--- src/rtl/cfgport_pkg.sv ---
package cfgport_pkg;

    localparam logic [15:0] ADDR_PORT = 16'h0CF8;
    localparam logic [15:0] DATA_PORT = 16'h0CFC;
    localparam logic [31:0] ADDR_KEEP = 32'h80FF_FFFC;
    localparam logic [31:0] ALL_ONES  = 32'hFFFF_FFFF;
    localparam int unsigned LANES     = 4;

    typedef struct packed {
        logic       en;
        logic [7:0] bus;
        logic [4:0] dev;
        logic [2:0] fn;
        logic [5:0] dw;
    } cfg_target_t;

    function automatic logic [31:0] lane_merge(input logic [31:0] old_v,
                                               input logic [31:0] new_v,
                                               input logic [3:0]  be);
        logic [31:0] r;
        r = old_v;
        for (int i = 0; i < LANES; i++) begin
            if (be[i]) r[8*i +: 8] = new_v[8*i +: 8];
        end
        return r;
    endfunction

    function automatic cfg_target_t split_addr(input logic [31:0] a);
        cfg_target_t t;
        t.en  = a[31];
        t.bus = a[23:16];
        t.dev = a[15:11];
        t.fn  = a[10:8];
        t.dw  = a[7:2];
        return t;
    endfunction

endpackage

--- src/rtl/cfgport_addr_reg.sv ---
module cfgport_addr_reg
    import cfgport_pkg::*;
(
    input  logic        clk,
    input  logic        rst_n,
    input  logic        wr_en,
    input  logic [3:0]  be,
    input  logic [31:0] wdata,
    output logic [31:0] addr_q
);

    typedef struct packed {
        logic [31:0] addr;
    } areg_t;

    areg_t st_d, st_q;

    always_comb begin
        st_d = st_q;
        if (wr_en) begin
            st_d.addr = lane_merge(st_q.addr, wdata, be) & ADDR_KEEP;
        end
    end

    always_ff @(posedge clk) begin
        if (!rst_n) st_q <= '0;
        else        st_q <= st_d;
    end

    assign addr_q = st_q.addr;

    AST_ADDR_RSVD_ZERO: assert property (@(posedge clk) disable iff (!rst_n)
        (addr_q[30:24] == 7'd0) && (addr_q[1:0] == 2'd0));
    AST_ADDR_HOLD: assert property (@(posedge clk) disable iff (!rst_n)
        !wr_en |=> $stable(addr_q));
    AST_ADDR_EN_TRACK: assert property (@(posedge clk) disable iff (!rst_n)
        (wr_en && be[3]) |=> (addr_q[31] == $past(wdata[31])));

endmodule

--- src/rtl/cfgport_local_fn.sv ---
module cfgport_local_fn
    import cfgport_pkg::*;
#(
    parameter logic [15:0] VENDOR_ID      = 16'h8086,
    parameter logic [15:0] DEVICE_ID      = 16'h109A,
    parameter logic [7:0]  REV_ID         = 8'h03,
    parameter logic [23:0] CLASS_CODE     = 24'h020000,
    parameter int unsigned BAR0_SIZE_LOG2 = 17,
    parameter logic [15:0] CMD_WMASK      = 16'h0007
) (
    input  logic        clk,
    input  logic        rst_n,
    input  logic        wr_en,
    input  logic [5:0]  dw,
    input  logic [3:0]  be,
    input  logic [31:0] wdata,
    output logic [31:0] rdata
);

    localparam logic [31:0] BAR_MASK  = ~((32'd1 << BAR0_SIZE_LOG2) - 32'd1);
    localparam logic [5:0]  DW_ID     = 6'd0;
    localparam logic [5:0]  DW_CMD    = 6'd1;
    localparam logic [5:0]  DW_CLASS  = 6'd2;
    localparam logic [5:0]  DW_MISC   = 6'd3;
    localparam logic [5:0]  DW_BAR0   = 6'd4;
    localparam logic [5:0]  DW_IRQ    = 6'd15;
    localparam logic [7:0]  IRQ_PIN   = 8'h01;

    typedef struct packed {
        logic [15:0] cmd;
        logic [7:0]  cls;
        logic [7:0]  lat;
        logic [31:0] bar;
        logic [7:0]  intl;
    } fn_state_t;

    fn_state_t   st_d, st_q;
    logic [31:0] merged;

    always_comb begin
        unique case (dw)
            DW_ID:    rdata = {DEVICE_ID, VENDOR_ID};
            DW_CMD:   rdata = {16'h0000, st_q.cmd};
            DW_CLASS: rdata = {CLASS_CODE, REV_ID};
            DW_MISC:  rdata = {16'h0000, st_q.lat, st_q.cls};
            DW_BAR0:  rdata = st_q.bar;
            DW_IRQ:   rdata = {16'h0000, IRQ_PIN, st_q.intl};
            default:  rdata = 32'h0000_0000;
        endcase
    end

    always_comb begin
        merged = lane_merge(rdata, wdata, be);
        st_d   = st_q;
        if (wr_en) begin
            unique case (dw)
                DW_CMD:  st_d.cmd = merged[15:0] & CMD_WMASK;
                DW_MISC: begin
                    st_d.cls = merged[7:0];
                    st_d.lat = merged[15:8];
                end
                DW_BAR0: st_d.bar  = merged & BAR_MASK;
                DW_IRQ:  st_d.intl = merged[7:0];
                default: st_d = st_q;
            endcase
        end
    end

    always_ff @(posedge clk) begin
        if (!rst_n) st_q <= '0;
        else        st_q <= st_d;
    end

    AST_BAR_LOW_ZERO: assert property (@(posedge clk) disable iff (!rst_n)
        (st_q.bar & ~BAR_MASK) == 32'd0);
    AST_BODY_WRITE_IGNORED: assert property (@(posedge clk) disable iff (!rst_n)
        (wr_en && (dw >= 6'd16)) |=> $stable(st_q));
    AST_IDLE_HOLDS: assert property (@(posedge clk) disable iff (!rst_n)
        !wr_en |=> $stable(st_q));

endmodule

--- src/rtl/cfgport_bridge.sv ---
module cfgport_bridge
    import cfgport_pkg::*;
#(
    parameter logic [15:0] VENDOR_ID      = 16'h8086,
    parameter logic [15:0] DEVICE_ID      = 16'h109A,
    parameter logic [7:0]  REV_ID         = 8'h03,
    parameter logic [23:0] CLASS_CODE     = 24'h020000,
    parameter logic [7:0]  FN_BUS         = 8'd0,
    parameter logic [4:0]  FN_DEV         = 5'd3,
    parameter logic [2:0]  FN_NUM         = 3'd0,
    parameter int unsigned BAR0_SIZE_LOG2 = 17,
    parameter logic [15:0] CMD_WMASK      = 16'h0007
) (
    input  logic        clk,
    input  logic        rst_n,
    input  logic        io_req,
    input  logic        io_we,
    input  logic [15:0] io_port,
    input  logic [3:0]  io_be,
    input  logic [31:0] io_wdata,
    output logic        io_rvalid,
    output logic [31:0] io_rdata,
    output logic        cfg_req,
    output logic        cfg_we,
    output logic [7:0]  cfg_bus,
    output logic [4:0]  cfg_dev,
    output logic [2:0]  cfg_fn,
    output logic [5:0]  cfg_dw,
    output logic [3:0]  cfg_be,
    output logic [31:0] cfg_wdata
);

    localparam logic [13:0] ADDR_WIN = ADDR_PORT[15:2];
    localparam logic [13:0] DATA_WIN = DATA_PORT[15:2];

    typedef struct packed {
        logic        rvalid;
        logic [31:0] rdata;
    } rsp_t;

    logic        addr_sel, data_sel, fn_hit;
    logic [31:0] addr_q, fn_rdata;
    cfg_target_t tgt;
    rsp_t        rsp_d, rsp_q;

    assign addr_sel = io_req && (io_port[15:2] == ADDR_WIN);
    assign data_sel = io_req && (io_port[15:2] == DATA_WIN);

    cfgport_addr_reg u_addr (
        .clk    (clk),
        .rst_n  (rst_n),
        .wr_en  (addr_sel && io_we),
        .be     (io_be),
        .wdata  (io_wdata),
        .addr_q (addr_q)
    );

    assign tgt       = split_addr(addr_q);
    assign cfg_req   = data_sel && tgt.en;
    assign cfg_we    = io_we;
    assign cfg_bus   = tgt.bus;
    assign cfg_dev   = tgt.dev;
    assign cfg_fn    = tgt.fn;
    assign cfg_dw    = tgt.dw;
    assign cfg_be    = io_be;
    assign cfg_wdata = io_wdata;

    assign fn_hit = (tgt.bus == FN_BUS) && (tgt.dev == FN_DEV) && (tgt.fn == FN_NUM);

    cfgport_local_fn #(
        .VENDOR_ID      (VENDOR_ID),
        .DEVICE_ID      (DEVICE_ID),
        .REV_ID         (REV_ID),
        .CLASS_CODE     (CLASS_CODE),
        .BAR0_SIZE_LOG2 (BAR0_SIZE_LOG2),
        .CMD_WMASK      (CMD_WMASK)
    ) u_fn (
        .clk   (clk),
        .rst_n (rst_n),
        .wr_en (cfg_req && cfg_we && fn_hit),
        .dw    (cfg_dw),
        .be    (cfg_be),
        .wdata (cfg_wdata),
        .rdata (fn_rdata)
    );

    always_comb begin
        rsp_d.rvalid = io_req && !io_we;
        rsp_d.rdata  = ALL_ONES;
        if (addr_sel)               rsp_d.rdata = addr_q;
        else if (cfg_req && fn_hit) rsp_d.rdata = fn_rdata;
    end

    always_ff @(posedge clk) begin
        if (!rst_n) rsp_q <= '0;
        else        rsp_q <= rsp_d;
    end

    assign io_rvalid = rsp_q.rvalid;
    assign io_rdata  = rsp_q.rdata;

    AST_RVALID_FOLLOWS_READ: assert property (@(posedge clk) disable iff (!rst_n)
        io_rvalid |-> $past(io_req && !io_we));
    AST_DISABLED_ALL_ONES: assert property (@(posedge clk) disable iff (!rst_n)
        (data_sel && !io_we && !addr_q[31]) |=> (io_rdata == ALL_ONES));
    AST_ABSENT_ALL_ONES: assert property (@(posedge clk) disable iff (!rst_n)
        (cfg_req && !cfg_we && !fn_hit) |=> (io_rdata == ALL_ONES));
    AST_OUTSIDE_IGNORED: assert property (@(posedge clk) disable iff (!rst_n)
        (io_req && !addr_sel && !data_sel) |=> $stable(addr_q));
    AST_LANE_ALIGNED: assert property (@(posedge clk) disable iff (!rst_n)
        io_req |-> io_be[io_port[1:0]]);

endmodule

--- config.mk ---
export PLATFORM = sky130hd
export DESIGN_NAME = cfgport_bridge
export DESIGN_NICKNAME = d
export VERILOG_FILES = /design/src/rtl/cfgport_pkg.sv /design/src/rtl/cfgport_addr_reg.sv /design/src/rtl/cfgport_local_fn.sv /design/src/rtl/cfgport_bridge.sv
export SDC_FILE = /design/constraint.sdc
export NUM_CORES = 1
export LEC_CHECK = 0
export BUFFER_PORTS_ARGS = -buffer_cell sky130_fd_sc_hd__buf_2
export CORE_MARGIN = 2
export CORE_UTILIZATION = 52
export CTS_CLUSTER_SIZE = 8
export DETAILED_ROUTE_END_ITERATION = 12
export PLACE_DENSITY = 0.81
export SLEW_MARGIN = 10
export SYNTH_ARGS = -nofsm -noshare
export SYNTH_HDL_FRONTEND = slang
export SYNTH_SLANG_ARGS = --single-unit
--- constraint.sdc ---
create_clock -name clk -period 2.4 [get_ports clk]
set_clock_uncertainty 0.15 [all_clocks]
set_input_delay 0.48 -clock clk [delete_from_list [all_inputs] [get_ports clk]]
set_output_delay 0.48 -clock clk [all_outputs]
set_load 0.02 [all_outputs]
==> flow_summary_export.csv, run 1 <==
group,metric,value,unit
outcome,outcome,"complete, no violations",
global_routing,met1_usage,0.328,
die,io_pins,149,
setup_path,worstSetupEndpointType,"flip-flop",
timing,hold_violations,0,
routing,viasPerCell,5.78,
clocking,postCtsHoldBufs,0,
timing,relSlewSlack,0.568,
clocking,tritoncts_clock_tree,"built",
global_routing,maximum_number_of_pins_on_one_net_before_global_route_repair,46,
timing,period_share,0.927,
clocking,cts_buffers,9,
timing,setup_repair_after_global_routing_missed_its_margin,"false",
setup_path,reg2reg_depth,4,
timing,post-route-min-period,2.22,ns
clocking,cts.clk_slew.worst_paths,0.09,ns
clocking,clk_path_buf_depth,2,
global_routing,grt.total_usage,0.252,
pwr,total_leakage_power,2.51,nW
placement,dp_hpwl,9430,um
die,die_area,10300,um^2
routing,detailed_route_wire_length_per_cell,16.5,um
pwr,peakVddDrop,0.332,mV
pwr,powerDensity,549,nW/um^2
timing,tightestPinTransition,0.642,ns
synth,syn-instance-count,587,
timing,drv_slew,0,
setup_path,r2r_start,"u_addr.addr_q[12]",
clocking,cts_root_buf,"sky130_fd_sc_hd__clkbuf_8",
clocking,ctsHtreeMaxLevel,3,
setup_path,r2r_slack,0.18,ns
synth,synth_enable_flop_cells,0,
synth,synth-async-reset-ratio,0,
setup_path,timing.critical_path.arrival,2.30,ns
global_routing,initial_antenna_violation_count,0,
synth,synth.yosys.seq_area_share,0.397,
setup_path,capture_point_of_the_worst_reg_to_reg_path,"u_fn.st_q[7]",
flow_run,max_cap_viol_count,0,
timing,setup-tns-final,0,ns
synth,postSynthAreaPerCell,8.42,um^2
routing,drt_wl_total,13300,um
hold_path,hold-path-endpoint,"io_rvalid",
global_routing,globalRouteMet2Util,0.414,
setup_path,cp-start-kind,"flip-flop",
final_layout,drive_gt1_frac,0.301,
global_routing,gr-usage-met3,0.0317,
final_layout,syn_to_final_growth,13.4,%
synth,ys.flop_type,"sky130_fd_sc_hd__dfxtp_1",
global_routing,most_used_layer_global_route,"met2",
placement,worst_slack_at_placement,0.109,ns
routing,drt_pre_antenna_iters,5,
hold_path,holdPathStages,2,
routing,antenna_left,0,
timing,final_worst_slack,0.176,ns
die,die_height,102,um
die,placement_rows,35,
clocking,clk_latency,0.37,ns
synth,syn-num-nets,643,
timing,timing.fmax,0.450,GHz
setup_path,critPathKind,"reg -> reg",
synth,yosys_register_bits,98,
global_routing,first_global_vias,4296,
global_routing,grt_overflow,0,
die,initial_utilization,0.535,
setup_path,critical_path_max_stage_delay,0.50,ns
timing,setup_viol_count_final,0,
routing,drt_iter0_markers,337,
setup_path,timing.critical_path.slowest_stage_cell,"sky130_fd_sc_hd__and4_1",
synth,synthDistinctLibCells,49,
hold_path,min-delay-start,"io_req",
routing,total_vias_in_the_final_route,4644,
hold_path,hold_path.class,"in -> reg",
clocking,cts-resized-gates,0,
placement,port_buffers,146,
clocking,post_cts_setup_buffer_count,0,
setup_path,cell_breakdown_of_the_critical_path,"nor4bb_1, and4_1, nand4_2, mux2i_1",
final_layout,filler_cell_count,817,
global_routing,first_pass_grt_wire_length,20700,um
setup_path,critical_path_peak_fanout,8,
die,floorplan.die.width,102,um
die,placeable_core_area,9240,um^2
routing,route.detailed.drc,0,
placement,gp_congestion,0.864,
synth,synth.yosys.warnings,0,
final_layout,nets,726,
setup_path,crit_path_start,"u_addr.addr_q[12]",
clocking,clock_sinks,98,
final_layout,antennaDiodeCount,0,
setup_path,worst-endpoint-required,2.48,ns
synth,netlist_area,4940,um^2
critical path, delay by kind of cell, from the launching register on:
family / cells / cell delay [ns]
mux: 1 / 0.22
simple gates: 3 / 1.35
flops: 1 / 0.37
sequential cells by signal (all words and copies together) (netlist names):
signal	cells
io_rdata	32
u_fn.st_q	42
io_rvalid	1
u_addr.addr_q	23
report_power, final:
group          switching, mW  internal, mW
clock                  0.602         0.491
combinational          0.218         0.109
sequential           0.00683          1.65
stage by stage:
step / util / instances / hold slack [ns] / total power, mW / area (um^2)
after floorplan: - / 587 / 0.284 / 1.92 / 4940
after global placement: 0.586 / 788 / 0.291 / 2.02 / 5420
after detailed placement: 0.586 / 788 / 0.301 / 2.02 / 5420
after CTS: 0.607 / 804 / 0.196 / 3.09 / 5610
after global routing: 0.607 / 804 / 0.222 / 3.17 / 5610
final: 0.607 / 804 / 0.206 / 3.08 / 5610
kinds of logic after synthesis:
group | synth area share
AO/OA/AOI/OAI | 0.162
buffers and inverters | 0.136
flip-flops | 0.397
multiplexers | 0.0749
AND/OR/NAND/NOR | 0.230
synth_stat cells, types with 2 or more instances:
cell	count	area, um^2
sky130_fd_sc_hd__o31ai_1	3	22.5
sky130_fd_sc_hd__buf_6	4	45.0
sky130_fd_sc_hd__and2_1	6	37.5
sky130_fd_sc_hd__o311ai_0	10	87.6
sky130_fd_sc_hd__nor2_1	19	71.3
sky130_fd_sc_hd__and4_1	4	35.0
sky130_fd_sc_hd__nand4_4	2	42.5
sky130_fd_sc_hd__o41ai_1	5	43.8
sky130_fd_sc_hd__o221ai_1	3	26.3
sky130_fd_sc_hd__nand2_1	84	315
sky130_fd_sc_hd__a21oi_1	59	295
sky130_fd_sc_hd__o21ai_0	49	245
sky130_fd_sc_hd__mux2i_1	37	370
sky130_fd_sc_hd__nor3_1	8	40.0
sky130_fd_sc_hd__or4_4	2	22.5
sky130_fd_sc_hd__dfxtp_1	98	1960
sky130_fd_sc_hd__and3_1	7	43.8
sky130_fd_sc_hd__inv_1	7	26.3
sky130_fd_sc_hd__nor2b_1	6	37.5
sky130_fd_sc_hd__buf_2	7	35.0
sky130_fd_sc_hd__clkbuf_1	26	97.6
sky130_fd_sc_hd__nand4_1	8	50.1
sky130_fd_sc_hd__nor4_1	4	25.0
sky130_fd_sc_hd__a221oi_1	3	26.3
sky130_fd_sc_hd__a211oi_1	2	15.0
sky130_fd_sc_hd__nand2b_1	11	68.8
sky130_fd_sc_hd__nand3_1	30	150
sky130_fd_sc_hd__o311ai_1	2	17.5
sky130_fd_sc_hd__buf_4	61	458
area by class of cell:
class	instances	area, um^2	share of cell area
Multi-Input combinational cell	381	2310	0.412
Clock buffer	11	131	0.0234
Clock inverter	5	62.6	0.0112
Inverter	8	30.0	0.00535
Timing Repair Buffer	172	951	0.170
Sequential cell	98	1960	0.350
Tap cell	129	161	0.0288
placed cells by master, fill, tap and decap left out, drive strengths merged:
cell	instances
nand2	84
o221a	1
inv	9
and2	6
nand3b	1
mux2i	37
o21ai	49
and4	4
nor3	9
nor4b	1
nor2b	6
o31ai	3
a211oi	3
nand2b	11
or3b	1
o221ai	3
bufinv	1
and4bb	1
and4b	1
clkinv	1
dfxtp	98
and3	7
a221oi	3
buf	172
clkbuf	11
nor3b	1
o311ai	12
nor4bb	1
nand4	11
nor2	20
o41ai	5
nand3	31
or4	3
a21oi	59
clkinvlp	2
nand4bb	1
nor4	6
worst max path at each step:
stage	endpoint	slack [ns]	cells past startpoint
finish	u_fn.st_q[7]	0.18	4
global route	u_fn.st_q[7]	0.05	4
CTS	u_fn.st_q[7]	0.18	4
detailed placement	u_fn.st_q[5]	0.11	7
global placement	u_fn.st_q[6]	0.16	7
floorplan	cfg_req	0.38	4
per-layer routing:
layer	wire length [um]	vias to the layer above
met5	0	-
met4	228	0
met3	1100	21
met2	6520	268
met1	5410	2163
li1	-	2192
No activity file was read; power rests on OpenSTA's default activity.
==> run 2, diff against run 1 <==
--- a/config.mk
+++ b/config.mk
@@ -6,11 +6,13 @@
 export NUM_CORES = 1
 export LEC_CHECK = 0
 export BUFFER_PORTS_ARGS = -buffer_cell sky130_fd_sc_hd__buf_2
+export CELL_PAD_IN_SITES_DETAIL_PLACEMENT = 0
+export CELL_PAD_IN_SITES_GLOBAL_PLACEMENT = 1
 export CORE_MARGIN = 2
-export CORE_UTILIZATION = 52
+export CORE_UTILIZATION = 38
 export CTS_CLUSTER_SIZE = 8
 export DETAILED_ROUTE_END_ITERATION = 12
-export PLACE_DENSITY = 0.81
+export PLACE_DENSITY = 0.92
 export SLEW_MARGIN = 10
 export SYNTH_ARGS = -nofsm -noshare
 export SYNTH_HDL_FRONTEND = slang
==> run 2 against run 1 <==
Against the previous run:
- final cell count up 5.2%
- register-to-register slack about the same
- worst setup slack worse by 0.035 ns
- routed wire length up 5.4%
- critical path depth up 1
- sequential power about the same
- non-clock buffer count down 1
- critical endpoint is now cfg_req
==> flow_summary_export.csv, run 2 (synthesized netlist as in run 1, its figures left out) <==
group,metric,value,unit
outcome,outcome,"complete, no violations",
final_layout,top_library_cells_by_usage_in_the_layout_fill_and_taps_aside,"sky130_fd_sc_hd__buf_2, sky130_fd_sc_hd__dfxtp_1, sky130_fd_sc_hd__nand2_1",
timing,setup-tns-final,0,ns
clocking,postCtsHoldBufs,0,
final_layout,final_common_cell,"sky130_fd_sc_hd__buf_2",
setup_path,critPathKind,"in -> out",
final_layout,area_of_all_placed_cells_without_fillers,5780,um^2
timing,period_share,0.941,
final_layout,largest_register_ffs,42,
timing,hold_violations,0,
setup_path,worstSetupEndpointType,"output pin",
clocking,post_cts_setup_buffer_count,0,
die,io_pins,149,
timing,setup_repair_after_global_routing_missed_its_margin,"false",
global_routing,initial_antenna_violation_count,0,
global_routing,maximum_number_of_pins_on_one_net_before_global_route_repair,57,
final_layout,antennaDiodeCount,0,
timing,setup_viol_count_final,0,
global_routing,grt_overflow,0,
final_layout,nets,725,
die,die_height,118,um
clocking,clk_latency,0.35,ns
routing,antenna_left,0,
placement,port_buffers,146,
routing,viasPerCell,5.34,
timing,drv_slew,0,
setup_path,critical_path_peak_fanout,8,
setup_path,timing.critical_path.arrival,1.63,ns
clocking,cts_root_buf,"sky130_fd_sc_hd__clkbuf_16",
clocking,cts-resized-gates,0,
clocking,cts_buffers,9,
pwr,total_leakage_power,2.56,nW
global_routing,grt.total_usage,0.199,
die,initial_utilization,0.390,
global_routing,first_global_vias,4340,
clocking,ctsHtreeMaxLevel,3,
final_layout,syn_to_final_growth,16.9,%
routing,drt_pre_antenna_iters,4,
timing,timing.fmax,0.443,GHz
routing,drt_iter0_markers,304,
routing,route.detailed.drc,0,
flow_run,max_cap_viol_count,0,
placement,place_area,5460,um^2
routing,total_vias_in_the_final_route,4517,
setup_path,worst-endpoint-required,1.77,ns
placement,dp_hpwl,9970,um
die,placement_rows,41,
pwr,peakVddDrop,0.260,mV
clocking,clk_path_buf_depth,2,
routing,drt_wl_total,14000,um
routing,detailed_route_wire_length_per_cell,16.5,um
clocking,clock_sinks,98,
placement,gp_congestion,0.877,
hold_path,hold_path.class,"in -> reg",
pwr,powerDensity,615,nW/um^2
setup_path,cp-start-kind,"input pin",
clocking,cts.clk_slew.worst_paths,0.06,ns
die,placeable_core_area,12700,um^2
clocking,tritoncts_clock_tree,"built",
final_layout,regMostFlops,"u_fn.st_q",
die,floorplan.die.width,118,um
global_routing,first_pass_grt_wire_length,22400,um
timing,tightestPinTransition,0.604,ns
die,die_area,13900,um^2
timing,relSlewSlack,0.597,
timing,post-route-min-period,2.26,ns
final_layout,drive_gt1_frac,0.301,
-- run 2: changes by cell type in the layout (fill, tap and decap cells not counted), sizes merged --
cell / previous run / this run
buf: 172 / 171
bufinv: 1 / 2
clkbuf: 11 / 10
clkinv: 1 / 2
clkinvlp: 2 / 3
inv: 9 / 7
-- run 2: worst paths after layout --
| kind | start | end | slack [ns] | cells after the start |
|---|---|---|---|---|
| worst max register to register | u_addr.addr_q[3] | u_fn.st_q[3] | 0.17 | 4 |
| worst min register to register | u_fn.st_q[39] | io_rdata[31] | 0.31 | 2 |
| worst min-delay path | io_wdata[27] | u_fn.st_q[35] | 0.24 | 3 |
| worst max-delay path | io_port[12] | cfg_req | 0.14 | 5 |
-- run 2: final cells by class --
type,instances,area [um^2]
Fill cell,1273,6890
Multi-Input combinational cell,381,2310
Sequential cell,98,1960
Timing Repair Buffer,171,943
Clock buffer,10,229
Tap cell,172,215
Clock inverter,6,91.3
Inverter,8,30.0
-- run 2: layer usage --
| metal | routed length (um) | vias to the layer above | global-route usage | share of wire |
|---|---|---|---|---|
| li1 | - | 2186 | - | - |
| met1 | 6290 | 2138 | 0.264 | 0.45 |
| met2 | 6640 | 179 | 0.323 | 0.48 |
| met3 | 855 | 14 | 0.0349 | 0.061 |
| met4 | 186 | 0 | 0.0693 | 0.013 |
| met5 | 0 | - | 0 | 0 |
-- run 2: report_power, final --
group          switching [mW]  internal (mW)  total, mW
clock                   0.650          0.916       1.57
combinational           0.220          0.109      0.330
sequential            0.00690           1.65       1.66
total                   0.877           2.68       3.56
-- run 2: stage by stage --
stage | utilization | cells | setup WS, ns | total power, mW | hold WS (ns)
finish | 0.456 | 846 | 0.141 | 3.56 | 0.236
global route | 0.456 | 846 | 0.0343 | 3.67 | 0.245
CTS | 0.456 | 846 | 0.141 | 3.58 | 0.228
detailed placement | 0.431 | 830 | 0.0928 | 2.03 | 0.299
global placement | 0.431 | 830 | 0.170 | 2.02 | 0.291
floorplan | - | 587 | 0.377 | 1.92 | 0.284
-- run 2: critical path, cell delays in order --
cell and delay (ns):
sky130_fd_sc_hd__buf_2 0.10, sky130_fd_sc_hd__nor4b_2 0.35, sky130_fd_sc_hd__nand4_1 0.18, sky130_fd_sc_hd__inv_1 0.29
sky130_fd_sc_hd__buf_2 0.23
